**config.mk**
```make
export PLATFORM = sky130hd
export DESIGN_NAME = sop_unit
export DESIGN_NICKNAME = d
export VERILOG_FILES = /design/src/rtl/sop_pkg.sv /design/src/rtl/sop_decode.sv /design/src/rtl/sop_alu.sv /design/src/rtl/sop_branch.sv /design/src/rtl/sop_unit.sv
export SDC_FILE = /design/constraint.sdc
export NUM_CORES = 1
export LEC_CHECK = 0
export BUFFER_PORTS_ARGS = -buffer_cell sky130_fd_sc_hd__clkbuf_2
export CORE_UTILIZATION = 53
export DETAILED_ROUTE_END_ITERATION = 8
export GPL_TIMING_DRIVEN = 1
export PLACE_DENSITY = 0.78
export SLEW_MARGIN = 0
export SYNTH_ARGS = -nofsm -noshare
export SYNTH_HDL_FRONTEND = slang
export SYNTH_SLANG_ARGS = --single-unit
```
**constraint.sdc**
```tcl
create_clock -name clk -period 3.9 [get_ports clk]
set_input_delay 0.78 -clock clk [delete_from_list [all_inputs] [get_ports clk]]
set_output_delay 0.78 -clock clk [all_outputs]
set_load 0.005 [all_outputs]
```
**src/rtl/sop_pkg.sv**
```systemverilog
// Shared definitions for the single operand function unit.
// Assumes a 4-bit select; codes 12..15 are unassigned.
package sop_pkg;
    localparam int SEL_W = 4;

    typedef enum logic [SEL_W-1:0] {
        SEL_CLR  = 4'd0,
        SEL_SETO = 4'd1,
        SEL_INV  = 4'd2,
        SEL_NEG  = 4'd3,
        SEL_ABS  = 4'd4,
        SEL_SWPB = 4'd5,
        SEL_INC  = 4'd6,
        SEL_INCT = 4'd7,
        SEL_DEC  = 4'd8,
        SEL_DECT = 4'd9,
        SEL_BR   = 4'd10,
        SEL_BRL  = 4'd11
    } sop_sel_e;

    // Decoded class of a select code
    typedef struct packed {
        logic is_data;
        logic is_branch;
        logic is_link;
        logic no_read;
        logic bad;
    } sop_class_t;
endpackage

```
**src/rtl/sop_decode.sv**
```systemverilog
// Classifies a select code into data, branch, link, no-read and illegal.
// Assumes the encoding of sop_pkg; purely combinational.
module sop_decode
    import sop_pkg::*;
(
    input  logic [SEL_W-1:0] sel,
    output sop_class_t       cls
);
    // Map each select code to its class bits
    always_comb begin
        cls = '0;
        case (sel)
            SEL_CLR, SEL_SETO: begin
                cls.is_data = 1'b1;
                cls.no_read = 1'b1;
            end
            SEL_INV, SEL_NEG, SEL_ABS, SEL_SWPB,
            SEL_INC, SEL_INCT, SEL_DEC, SEL_DECT: begin
                cls.is_data = 1'b1;
            end
            SEL_BR: begin
                cls.is_branch = 1'b1;
                cls.no_read   = 1'b1;
            end
            SEL_BRL: begin
                cls.is_branch = 1'b1;
                cls.is_link   = 1'b1;
                cls.no_read   = 1'b1;
            end
            default: cls.bad = 1'b1;
        endcase
    end
endmodule

```
**src/rtl/sop_alu.sv**
```systemverilog
// Data path for single-operand value operations.
// Assumes DATA_W is even (byte swap exchanges halves). Codes outside the
// data set pass the operand through unchanged.
module sop_alu
    import sop_pkg::*;
#(
    parameter int DATA_W = 16
) (
    input  logic [SEL_W-1:0]  sel,
    input  logic [DATA_W-1:0] opnd,
    output logic [DATA_W-1:0] res
);
    localparam int HALF = DATA_W / 2;

    logic [DATA_W-1:0] neg_v;
    logic [DATA_W-1:0] swp_v;

    // Two's-complement negation shared by negate and absolute value
    always_comb neg_v = '0 - opnd;

    // Exchange the upper and lower halves bit by bit
    for (genvar i = 0; i < HALF; i++) begin : g_swap
        assign swp_v[i]        = opnd[i+HALF];
        assign swp_v[i+HALF]   = opnd[i];
    end

    // Select the value for the requested operation
    always_comb begin
        case (sel)
            SEL_CLR:  res = '0;
            SEL_SETO: res = '1;
            SEL_INV:  res = ~opnd;
            SEL_NEG:  res = neg_v;
            SEL_ABS:  res = opnd[DATA_W-1] ? neg_v : opnd;
            SEL_SWPB: res = swp_v;
            SEL_INC:  res = opnd + DATA_W'(1);
            SEL_INCT: res = opnd + DATA_W'(2);
            SEL_DEC:  res = opnd - DATA_W'(1);
            SEL_DECT: res = opnd - DATA_W'(2);
            default:  res = opnd;
        endcase
    end
endmodule

```
**src/rtl/sop_branch.sv**
```systemverilog
// Forms the branch target and the link write for branch selects.
// Assumes the decoder has already classified the select.
module sop_branch #(
    parameter int ADDR_W   = 16,
    parameter int IDX_W    = 4,
    parameter int LINK_REG = 11
) (
    input  logic              is_branch,
    input  logic              is_link,
    input  logic [ADDR_W-1:0] ea,
    input  logic [ADDR_W-1:0] pc,
    output logic              load,
    output logic [ADDR_W-1:0] target,
    output logic              lnk,
    output logic [IDX_W-1:0]  lnk_idx,
    output logic [ADDR_W-1:0] lnk_val
);
    // Target and link values for a branch request
    always_comb begin
        load    = is_branch;
        target  = ea;
        lnk     = is_branch & is_link;
        lnk_idx = lnk ? IDX_W'(LINK_REG) : '0;
        lnk_val = lnk ? pc : '0;
    end
endmodule

```
**src/rtl/sop_unit.sv**
```systemverilog
// Single operand function unit: one register stage after the decoder,
// value path and branch path. Assumes the operand is already fetched for
// selects that need it (skip_read tells the sequencer which do not).
module sop_unit
    import sop_pkg::*;
#(
    parameter int DATA_W   = 16,
    parameter int ADDR_W   = 16,
    parameter int IDX_W    = 4,
    parameter int LINK_REG = 11
) (
    input  logic              clk,
    input  logic              rst_n,
    input  logic              op_valid,
    input  logic [3:0]        op_sel,
    input  logic [DATA_W-1:0] operand,
    input  logic [ADDR_W-1:0] eff_addr,
    input  logic [ADDR_W-1:0] pc_in,
    output logic              skip_read,
    output logic              res_valid,
    output logic              wr_en,
    output logic [DATA_W-1:0] result,
    output logic              pc_load,
    output logic [ADDR_W-1:0] pc_next,
    output logic              link_wr,
    output logic [IDX_W-1:0]  link_idx,
    output logic [ADDR_W-1:0] link_data,
    output logic              illegal
);
    sop_class_t        cls;
    logic [DATA_W-1:0] alu_res;
    logic              br_load;
    logic [ADDR_W-1:0] br_target;
    logic              br_lnk;
    logic [IDX_W-1:0]  br_idx;
    logic [ADDR_W-1:0] br_val;

    sop_decode u_dec (
        .sel (op_sel),
        .cls (cls)
    );

    sop_alu #(.DATA_W(DATA_W)) u_alu (
        .sel  (op_sel),
        .opnd (operand),
        .res  (alu_res)
    );

    sop_branch #(.ADDR_W(ADDR_W), .IDX_W(IDX_W), .LINK_REG(LINK_REG)) u_br (
        .is_branch (cls.is_branch),
        .is_link   (cls.is_link),
        .ea        (eff_addr),
        .pc        (pc_in),
        .load      (br_load),
        .target    (br_target),
        .lnk       (br_lnk),
        .lnk_idx   (br_idx),
        .lnk_val   (br_val)
    );

    // Tell the sequencer whether the operand read can be skipped
    always_comb skip_read = cls.no_read;

    // Strobes: one cycle pulse per accepted request
    always_ff @(posedge clk) begin
        if (!rst_n) begin
            res_valid <= 1'b0;
            wr_en     <= 1'b0;
            pc_load   <= 1'b0;
            link_wr   <= 1'b0;
            illegal   <= 1'b0;
        end else begin
            res_valid <= op_valid;
            wr_en     <= op_valid & cls.is_data;
            pc_load   <= op_valid & br_load;
            link_wr   <= op_valid & br_lnk;
            illegal   <= op_valid & cls.bad;
        end
    end

    // Data registers: capture on each accepted request, hold otherwise
    always_ff @(posedge clk) begin
        if (!rst_n) begin
            result    <= '0;
            pc_next   <= '0;
            link_idx  <= '0;
            link_data <= '0;
        end else if (op_valid) begin
            result    <= alu_res;
            pc_next   <= br_target;
            link_idx  <= br_idx;
            link_data <= br_val;
        end
    end

    // at most one of write-back, branch and illegal per result
    a_r11_one_action: assert property (@(posedge clk) disable iff (!rst_n)
        $onehot0({wr_en, pc_load, illegal}));

    // a link write only ever comes with a branch
    a_r9_link_with_branch: assert property (@(posedge clk) disable iff (!rst_n)
        link_wr |-> (pc_load && link_idx == IDX_W'(LINK_REG)));

    // results only follow a sampled request
    a_r12_valid_follows_req: assert property (@(posedge clk) disable iff (!rst_n)
        op_valid |=> res_valid);

    // no strobes without a request
    a_r12_idle_quiet: assert property (@(posedge clk) disable iff (!rst_n)
        !op_valid |=> !(res_valid || wr_en || pc_load || link_wr || illegal));

    // illegal codes pass the operand through
    a_r11_passthru: assert property (@(posedge clk) disable iff (!rst_n)
        op_valid && cls.bad |=> (illegal && result == $past(operand)));

    // branch target is the effective address of the request
    a_r8_target: assert property (@(posedge clk) disable iff (!rst_n)
        op_valid && br_load |=> (pc_load && pc_next == $past(eff_addr)));

    // saved return address is the program counter of the request
    a_r9_link_value: assert property (@(posedge clk) disable iff (!rst_n)
        op_valid && br_lnk |=> link_data == $past(pc_in));

    // a select that skips the read is never illegal
    a_r10_skip_legal: assert property (@(posedge clk) disable iff (!rst_n)
        op_valid && skip_read |=> !illegal);
endmodule

```
**Yosys cells after proc, flatten, opt, wreduce, memory -nomap -nowiden**

Cells that the tools add are included.

- Register bits after elaboration: 57
- Bits in latches: 0
- Memory bits (writable): 0
- ROM bits: 0
- Input port bits: 55
- Output and inout port bits: 58
- Memories: 0

- $add $sub $neg: 5
- Multiply operators: 0
- Divide/modulo/power cells: 0
- $lt $le $gt $ge: 0
- Eq/ne operators: 11
- Shift-type cells: 0
- Muxes and demuxes: 9
- Bitwise gates (word level): 6
- Reduce and logical (&&, ||, !) cells: 5

Operator list:

| cell | count |
|---|---|
| 16-bit one-hot mux with 10 select lines | 1 |
| 16-bit two-way mux | 2 |
| 16-bit by 1-bit adder with 16-bit output (second input constant) | 1 |
| 16-bit by 2-bit adder with 16-bit output (second input constant) | 1 |
| 4-bit by 3-bit == test with 1-bit output (second input constant) | 4 |
| 4-bit == test (second input constant) | 4 |
| 16-bit NOT | 1 |
| 1-bit by 16-bit subtractor with 16-bit output (first input constant) | 1 |
| 16-bit by 1-bit subtractor with 16-bit output (second input constant) | 1 |
| 16-bit by 2-bit subtractor with 16-bit output (second input constant) | 1 |
| 12-bit OR reduction | 1 |
| 10-bit OR reduction | 1 |
| 4-bit by 2-bit == test with 1-bit output (second input constant) | 2 |
| 1-bit bitwise AND | 5 |
| 1-bit two-way mux | 5 |
| 4-bit by 1-bit == test with 1-bit output (second input constant) | 1 |
| 4-bit logical NOT | 1 |
| 4-bit two-way mux | 1 |
| 4-bit OR reduction | 1 |
| 2-bit OR reduction | 1 |

**Longest topological paths before layout**

- Depth after elaboration: 5
- Depth in mapped cells: 13

**Cells and area by module**

A second synthesis with hierarchy kept.

- Cells, all modules: 637
- Area, all modules: 4916.0 sq um

Modules (own cells, without submodules):

| module | instances | cells each | area each (sq um) | sequential area each (sq um) |
|---|---|---|---|---|
| sop_alu | 1 | 412 | 2479.9 | 0.0 |
| sop_unit | 1 | 178 | 2099.5 | 1141.1 |
| sop_branch | 1 | 41 | 296.5 | 0.0 |
| sop_decode | 1 | 6 | 40.0 | 0.0 |

**Least setup slack after synthesis**

No wires, ideal clock.

- Path type: input-to-reg
- Start point: input op_sel[1]
- End point: register result[4]
- Setup time: 123 ps
- Data arrival time: 2997 ps
- Data required time: 3777 ps
- Setup slack: 780 ps
- Stages on the path: 10
- Path buffers: 1
- Path through: buf_4 > nor4b_4 > xnor2_1 > ha_1 > or4_4 > mux2i_1 > xnor2_1 > a32o_1 > a2111oi_2 > o21ai_1

- Word-level cells in the longest chain between the ends: 2

Ends and longest elaborated chain:

| what | RTL line | source |
|---|---|---|
| start: declaration | sop_unit.sv:15 | `input logic [3:0] op_sel,` |
| 4-bit == test (tied with other cells) | sop_alu.sv:29 | `case (sel)` |
| 16-bit one-hot mux with 10 select lines (*) | sop_alu.sv:29 |  |
| end signal: assignment | sop_unit.sv:89 | `result <= alu_res;` |
| end: declaration | sop_unit.sv:22 | `output logic [DATA_W-1:0] result,` |

Mark *: on every way between the ends. The rest lies on a longest branch, timed or not.
A chain may end at the register's enable or synchronous reset.

**Worst setup path in the final report**

- Start point: input op_sel[0]
- End point: register result[12]

The elaborated chain is that of the path after synthesis.

==> flow_summary.html <==
<table>
<tr><th>Metric</th><th>Value</th></tr>
<tr><th colspan="2">Synth</th></tr>
<tr><td>Xor/xnor cell area share of the yosys netlist</td><td>5.33%</td></tr>
<tr><td>Syn Inst Count</td><td>507</td></tr>
<tr><td>Synth Warn #</td><td>0</td></tr>
<tr><td>Post-synthesis register bit count</td><td>54</td></tr>
<tr><td>Combinational family with the most area after synthesis</td><td>compound AO/OA/AOI/OAI gates</td></tr>
<tr><td>Netlist cell types</td><td>64</td></tr>
<tr><td>Average cell area after synthesis</td><td>7.78 um^2</td></tr>
<tr><td>Share of synthesized area spent on multiplexers</td><td>6.12%</td></tr>
<tr><td>Seq/Total Area, Yosys</td><td>27.4%</td></tr>
<tr><td>Most instantiated flip-flop cell in the synthesis netlist</td><td>sky130_fd_sc_hd__dfxtp_1</td></tr>
<tr><td>Fraction of the mapped netlist area in adder cells</td><td>1.27%</td></tr>
<tr><td>Nets in the synthesized netlist</td><td>566</td></tr>
<tr><td>Basic-gate share of the synthesized area counting and, or, nand and nor cells</td><td>25.9%</td></tr>
<tr><td>FFs w/ async S/R, synth</td><td>0%</td></tr>
<tr><td>Share of the synthesized area in compound gates (AO/OA/AOI/OAI)</td><td>27.0%</td></tr>
<tr><td>EDFF count, synth</td><td>0</td></tr>
<tr><td>Combined area of all synthesized cells</td><td>0.00395 mm^2</td></tr>
<tr><th colspan="2">Die</th></tr>
<tr><td>Width of the die</td><td>88.3 um</td></tr>
<tr><td>Floorplan die height</td><td>88.3 um</td></tr>
<tr><td>Std-Cell Core Area</td><td>0.00721 mm^2</td></tr>
<tr><td>Core Rows</td><td>31</td></tr>
<tr><td>Effective utilization at floorplan</td><td>54.7%</td></tr>
<tr><td>Boundary Pins</td><td>113</td></tr>
<tr><td>Die area</td><td>0.00779 mm^2</td></tr>
<tr><th colspan="2">Detailed routing</th></tr>
<tr><td>Detailed-route vias per instance</td><td>6.37</td></tr>
<tr><td>Met2 WL post-DR</td><td>5.67 mm</td></tr>
<tr><td>Detailed-routing wirelength on met1</td><td>5.34 mm</td></tr>
<tr><td>Met3 wirelength from detailed routing</td><td>1.19 mm</td></tr>
<tr><td>Drt first pass iters</td><td>6</td></tr>
<tr><td>DR iter-0 viols</td><td>520</td></tr>
<tr><td>WL/cell</td><td>18.4 um</td></tr>
<tr><td>Via count</td><td>4381</td></tr>
<tr><td>Top routing layer in use</td><td>met4</td></tr>
<tr><td>Number of design rule violations left after detail routing</td><td>0</td></tr>
<tr><td>Post-route antenna net violation count</td><td>0</td></tr>
<tr><td>Routed Wire Length</td><td>12.7 mm</td></tr>
<tr><th colspan="2">STA</th></tr>
<tr><td>Hold Worst Slack</td><td>461 ps</td></tr>
<tr><td>Final Skew</td><td>0 ps</td></tr>
<tr><td>Fraction of the cycle the final worst path needs</td><td>79.2%</td></tr>
<tr><td>Min setup slack post-route</td><td>812 ps</td></tr>
<tr><td>Number of max-slew violations in the final report</td><td>0</td></tr>
<tr><td>Setup-violating endpoint count in the final report</td><td>0</td></tr>
<tr><td>Worst slew pin tran</td><td>654 ps</td></tr>
<tr><td>Post-layout min period</td><td>3090 ps</td></tr>
<tr><td>Fin Setup TNS</td><td>0 ps</td></tr>
<tr><td>Max_slew headroom</td><td>56.0%</td></tr>
<tr><td>Final count of hold timing violations</td><td>0</td></tr>
<tr><td>Unrepaired setup endpoints after global routing</td><td>no</td></tr>
<tr><td>Maximum clock frequency</td><td>324 MHz</td></tr>
<tr><th colspan="2">Clock network</th></tr>
<tr><td>CTS max path bufs</td><td>2</td></tr>
<tr><td># clock sinks</td><td>54</td></tr>
<tr><td>Hold-fix buffers at CTS</td><td>0</td></tr>
<tr><td>Number of buffers added for setup after CTS</td><td>0</td></tr>
<tr><td>Clk Latency, worst-skew pair</td><td>310 ps</td></tr>
<tr><td>Clock-pin slew reported for the worst setup and hold paths after clock tree synthesis</td><td>100 ps</td></tr>
<tr><td>CTS HTree Levels</td><td>2</td></tr>
<tr><td>Root buffer cell</td><td>sky130_fd_sc_hd__clkbuf_8</td></tr>
<tr><td>Clock tree from TritonCTS</td><td>yes</td></tr>
<tr><td>Number of buffers added by the clock tree synthesis step</td><td>5</td></tr>
<tr><td>Number of resized instances in the post-cts repair step</td><td>0</td></tr>
<tr><th colspan="2">Setup path</th></tr>
<tr><td>Element type at the critical path start</td><td>input port</td></tr>
<tr><td>Critical Path AT</td><td>3290 ps</td></tr>
<tr><td>Critical path's top delay family</td><td>simple AND/OR/NAND/NOR gates</td></tr>
<tr><td>Crit path largest cell delay</td><td>420 ps</td></tr>
<tr><td>Most prevalent standard cell on the critical path</td><td>sky130_fd_sc_hd__xnor2_1</td></tr>
<tr><td>Master of the slowest instance on the critical path</td><td>sky130_fd_sc_hd__nor3_1</td></tr>
<tr><td>CP Capture Type</td><td>flop</td></tr>
<tr><td>Count of buffering cells on the critical path with inverters included</td><td>1</td></tr>
<tr><td>Worst-path fanout max</td><td>26</td></tr>
<tr><td>Category of the critical setup timing path</td><td>input port to flop</td></tr>
<tr><td>Ordered cell list for the critical path</td><td>clkbuf_2 -&gt; nor4b_4 -&gt; xnor2_1 -&gt; ha_1 -&gt; nand3_1 -&gt; nor3_1 -&gt; a22oi_1 -&gt; xnor2_1 -&gt; a221oi_1 -&gt; a21oi_1</td></tr>
<tr><td>Critical path required time</td><td>4100 ps</td></tr>
<tr><th colspan="2">Layout</th></tr>
<tr><td>Final cell area excluding filler cells</td><td>0.00464 mm^2</td></tr>
<tr><td>Commonest non-fill, non-tap cell in the layout</td><td>sky130_fd_sc_hd__clkbuf_2</td></tr>
<tr><td>Net count reported at finish</td><td>647</td></tr>
<tr><td>Fraction of final layout cells with drive strength greater than 1</td><td>25.3%</td></tr>
<tr><td># diodes</td><td>0</td></tr>
<tr><td>Most frequent cells in the layout</td><td>sky130_fd_sc_hd__clkbuf_2 (111), sky130_fd_sc_hd__dfxtp_1 (54), sky130_fd_sc_hd__nand2_1 (46)</td></tr>
<tr><td>Relative area change from synthesis to final layout</td><td>17.5%</td></tr>
<tr><td>Filler Cell Count</td><td>659</td></tr>
<tr><th colspan="2">Placement</th></tr>
<tr><td>Dpl ws</td><td>571 ps</td></tr>
<tr><td>Post-Place Cell Area</td><td>0.00453 mm^2</td></tr>
<tr><td>Half-perimeter wire length after detailed placement</td><td>9.14 mm</td></tr>
<tr><td>Routability congestion estimate from global placement</td><td>1.02</td></tr>
<tr><td>Count of input and output buffers</td><td>111</td></tr>
<tr><th colspan="2">Global routing</th></tr>
<tr><td>Number of global-route vias before repair</td><td>3829</td></tr>
<tr><td>Remaining Overflow, GRT</td><td>0</td></tr>
<tr><td>Global-route wire length before repair</td><td>19.2 mm</td></tr>
<tr><td>Largest net degree at the start of global routing</td><td>41</td></tr>
<tr><td>Initial antenna violation count</td><td>0</td></tr>
<tr><td>Aggregate global-route resource usage</td><td>32.0%</td></tr>
<tr><th colspan="2">Hold path</th></tr>
<tr><td>Hold crit path type</td><td>flop to flop</td></tr>
<tr><th colspan="2">Run status</th></tr>
<tr><td>Status</td><td>finished clean</td></tr>
<tr><th colspan="2">Power and ir drop</th></tr>
<tr><td>Leakage power summed over all cells</td><td>0.00194 uW</td></tr>
<tr><td>Peak VDD IR</td><td>0.206 mV</td></tr>
<tr><td>Power per Cell Area</td><td>281 mW/mm^2</td></tr>
<tr><th colspan="2">Flow run</th></tr>
<tr><td>MaxCap Viol Count</td><td>0</td></tr>
</table>
synth_stat cells, types with 3 or more instances:
master                     count  share of area (%)
sky130_fd_sc_hd__nand4_1       3               0.48
sky130_fd_sc_hd__o221ai_1      4               0.89
sky130_fd_sc_hd__a21oi_1      26                3.3
sky130_fd_sc_hd__a22o_1       18                4.0
sky130_fd_sc_hd__and2_1        8                1.3
sky130_fd_sc_hd__a221o_1       5                1.3
sky130_fd_sc_hd__inv_1         7               0.67
sky130_fd_sc_hd__and3_1        3               0.48
sky130_fd_sc_hd__buf_2        12                1.5
sky130_fd_sc_hd__a22oi_1      11                2.1
sky130_fd_sc_hd__a32oi_1       3               0.67
sky130_fd_sc_hd__or3_1         5               0.79
sky130_fd_sc_hd__nor2_1       33                3.1
sky130_fd_sc_hd__o21ai_1       3               0.38
sky130_fd_sc_hd__xor2_1        3               0.67
sky130_fd_sc_hd__ha_1          4                1.3
sky130_fd_sc_hd__or4_1         3               0.57
sky130_fd_sc_hd__a31oi_1       5               0.79
sky130_fd_sc_hd__nand2b_1      5               0.79
sky130_fd_sc_hd__o22ai_1       4               0.63
sky130_fd_sc_hd__nand2_1      46                4.4
sky130_fd_sc_hd__o31ai_1       3               0.57
sky130_fd_sc_hd__nor4b_1       3               0.67
sky130_fd_sc_hd__xnor2_1      21                4.7
sky130_fd_sc_hd__or2_2         4               0.63
sky130_fd_sc_hd__nand3_1      11                1.4
sky130_fd_sc_hd__buf_4         5               0.95
sky130_fd_sc_hd__nor3_1       19                2.4
sky130_fd_sc_hd__clkbuf_1     35                3.3
sky130_fd_sc_hd__a211oi_1      9                1.7
sky130_fd_sc_hd__dfxtp_1      54                 27
sky130_fd_sc_hd__o211ai_1      9                1.7
sky130_fd_sc_hd__o21ai_0      25                3.2
sky130_fd_sc_hd__and4_1        3               0.67
sky130_fd_sc_hd__a221oi_1      9                2.0
sky130_fd_sc_hd__mux2i_1      23                5.8
sky130_fd_sc_hd__a21o_1        4               0.76
sky130_fd_sc_hd__buf_1         4               0.38
sky130_fd_sc_hd__a211o_1       3               0.67
sky130_fd_sc_hd__nor4_1        7                1.1
sky130_fd_sc_hd__nor2b_1      19                3.0
routing by layer:
layer  track usage [%]  vias up
li1                  -     2039
met5                 0        -
met4              12.0        0
met3              7.28       55
met2              48.5      278
met1              44.3     2009
stage by stage:
| step | utilization (%) | cells | total power, uW |
|---|---|---|---|
| after floorplan | - | 507 | 805 |
| after global placement | 62.7 | 680 | 914 |
| after detailed placement | 62.7 | 680 | 919 |
| after CTS | 64.3 | 688 | 1300 |
| after global routing | 64.3 | 688 | 1360 |
| final | 64.3 | 688 | 1300 |
cells by family (layout without fill, tap and decap cells):
family | count (synthesis) | after routing
AO/OA/AOI/OAI | 151 | 151
XOR/XNOR | 24 | 24
adder cells (fa/ha/maj) | 4 | 4
buffers and inverters | 63 | 145
flip-flops | 54 | 54
multiplexers | 24 | 24
other | 1 | 1
AND/OR/NAND/NOR | 186 | 186
layout make-up:
type	instances	area, um^2	area share, %
tap	99	124	2.67
clock inverter	2	37.5	0.810
timing repair buffer	130	698	15.1
clock buffer	6	72.6	1.57
multi-input combinational	390	2600	56.0
sequential	54	1080	23.3
inverter	7	26.3	0.567
power breakdown:
| part | switching (uW) | internal [uW] | total (uW) | leakage (uW) |
|---|---|---|---|---|
| logic | 190 | 131 | 321 | 0.00144 |
| clock network | 195 | 192 | 387 | 0.0000514 |
| registers | 15.2 | 578 | 593 | 0.000443 |
| total | 400 | 901 | 1300 | 0.00194 |
final timing paths:
check,slack (ps),to,from,cells after the start
worst min register to register,460,result[4],result[4],2
worst min-delay path,460,result[4],result[4],2
worst max register to register,2540,result[14],result[14],4
worst max-delay path,810,result[12],op_sel[0],10
worst min-delay path: stages, from the launching register on:
cell                      delay [ps]
sky130_fd_sc_hd__dfxtp_1         320
sky130_fd_sc_hd__nand2_1          50
sky130_fd_sc_hd__o21ai_1          50
sequential cells by signal, indices dropped and copies added, names as in the netlist:
register and count:
link_wr 1, res_valid 1, pc_load 1, pc_next 16, result 16, wr_en 1
link_data 16, illegal 1, link_idx 1
Power figures use the tool's default switching activity.
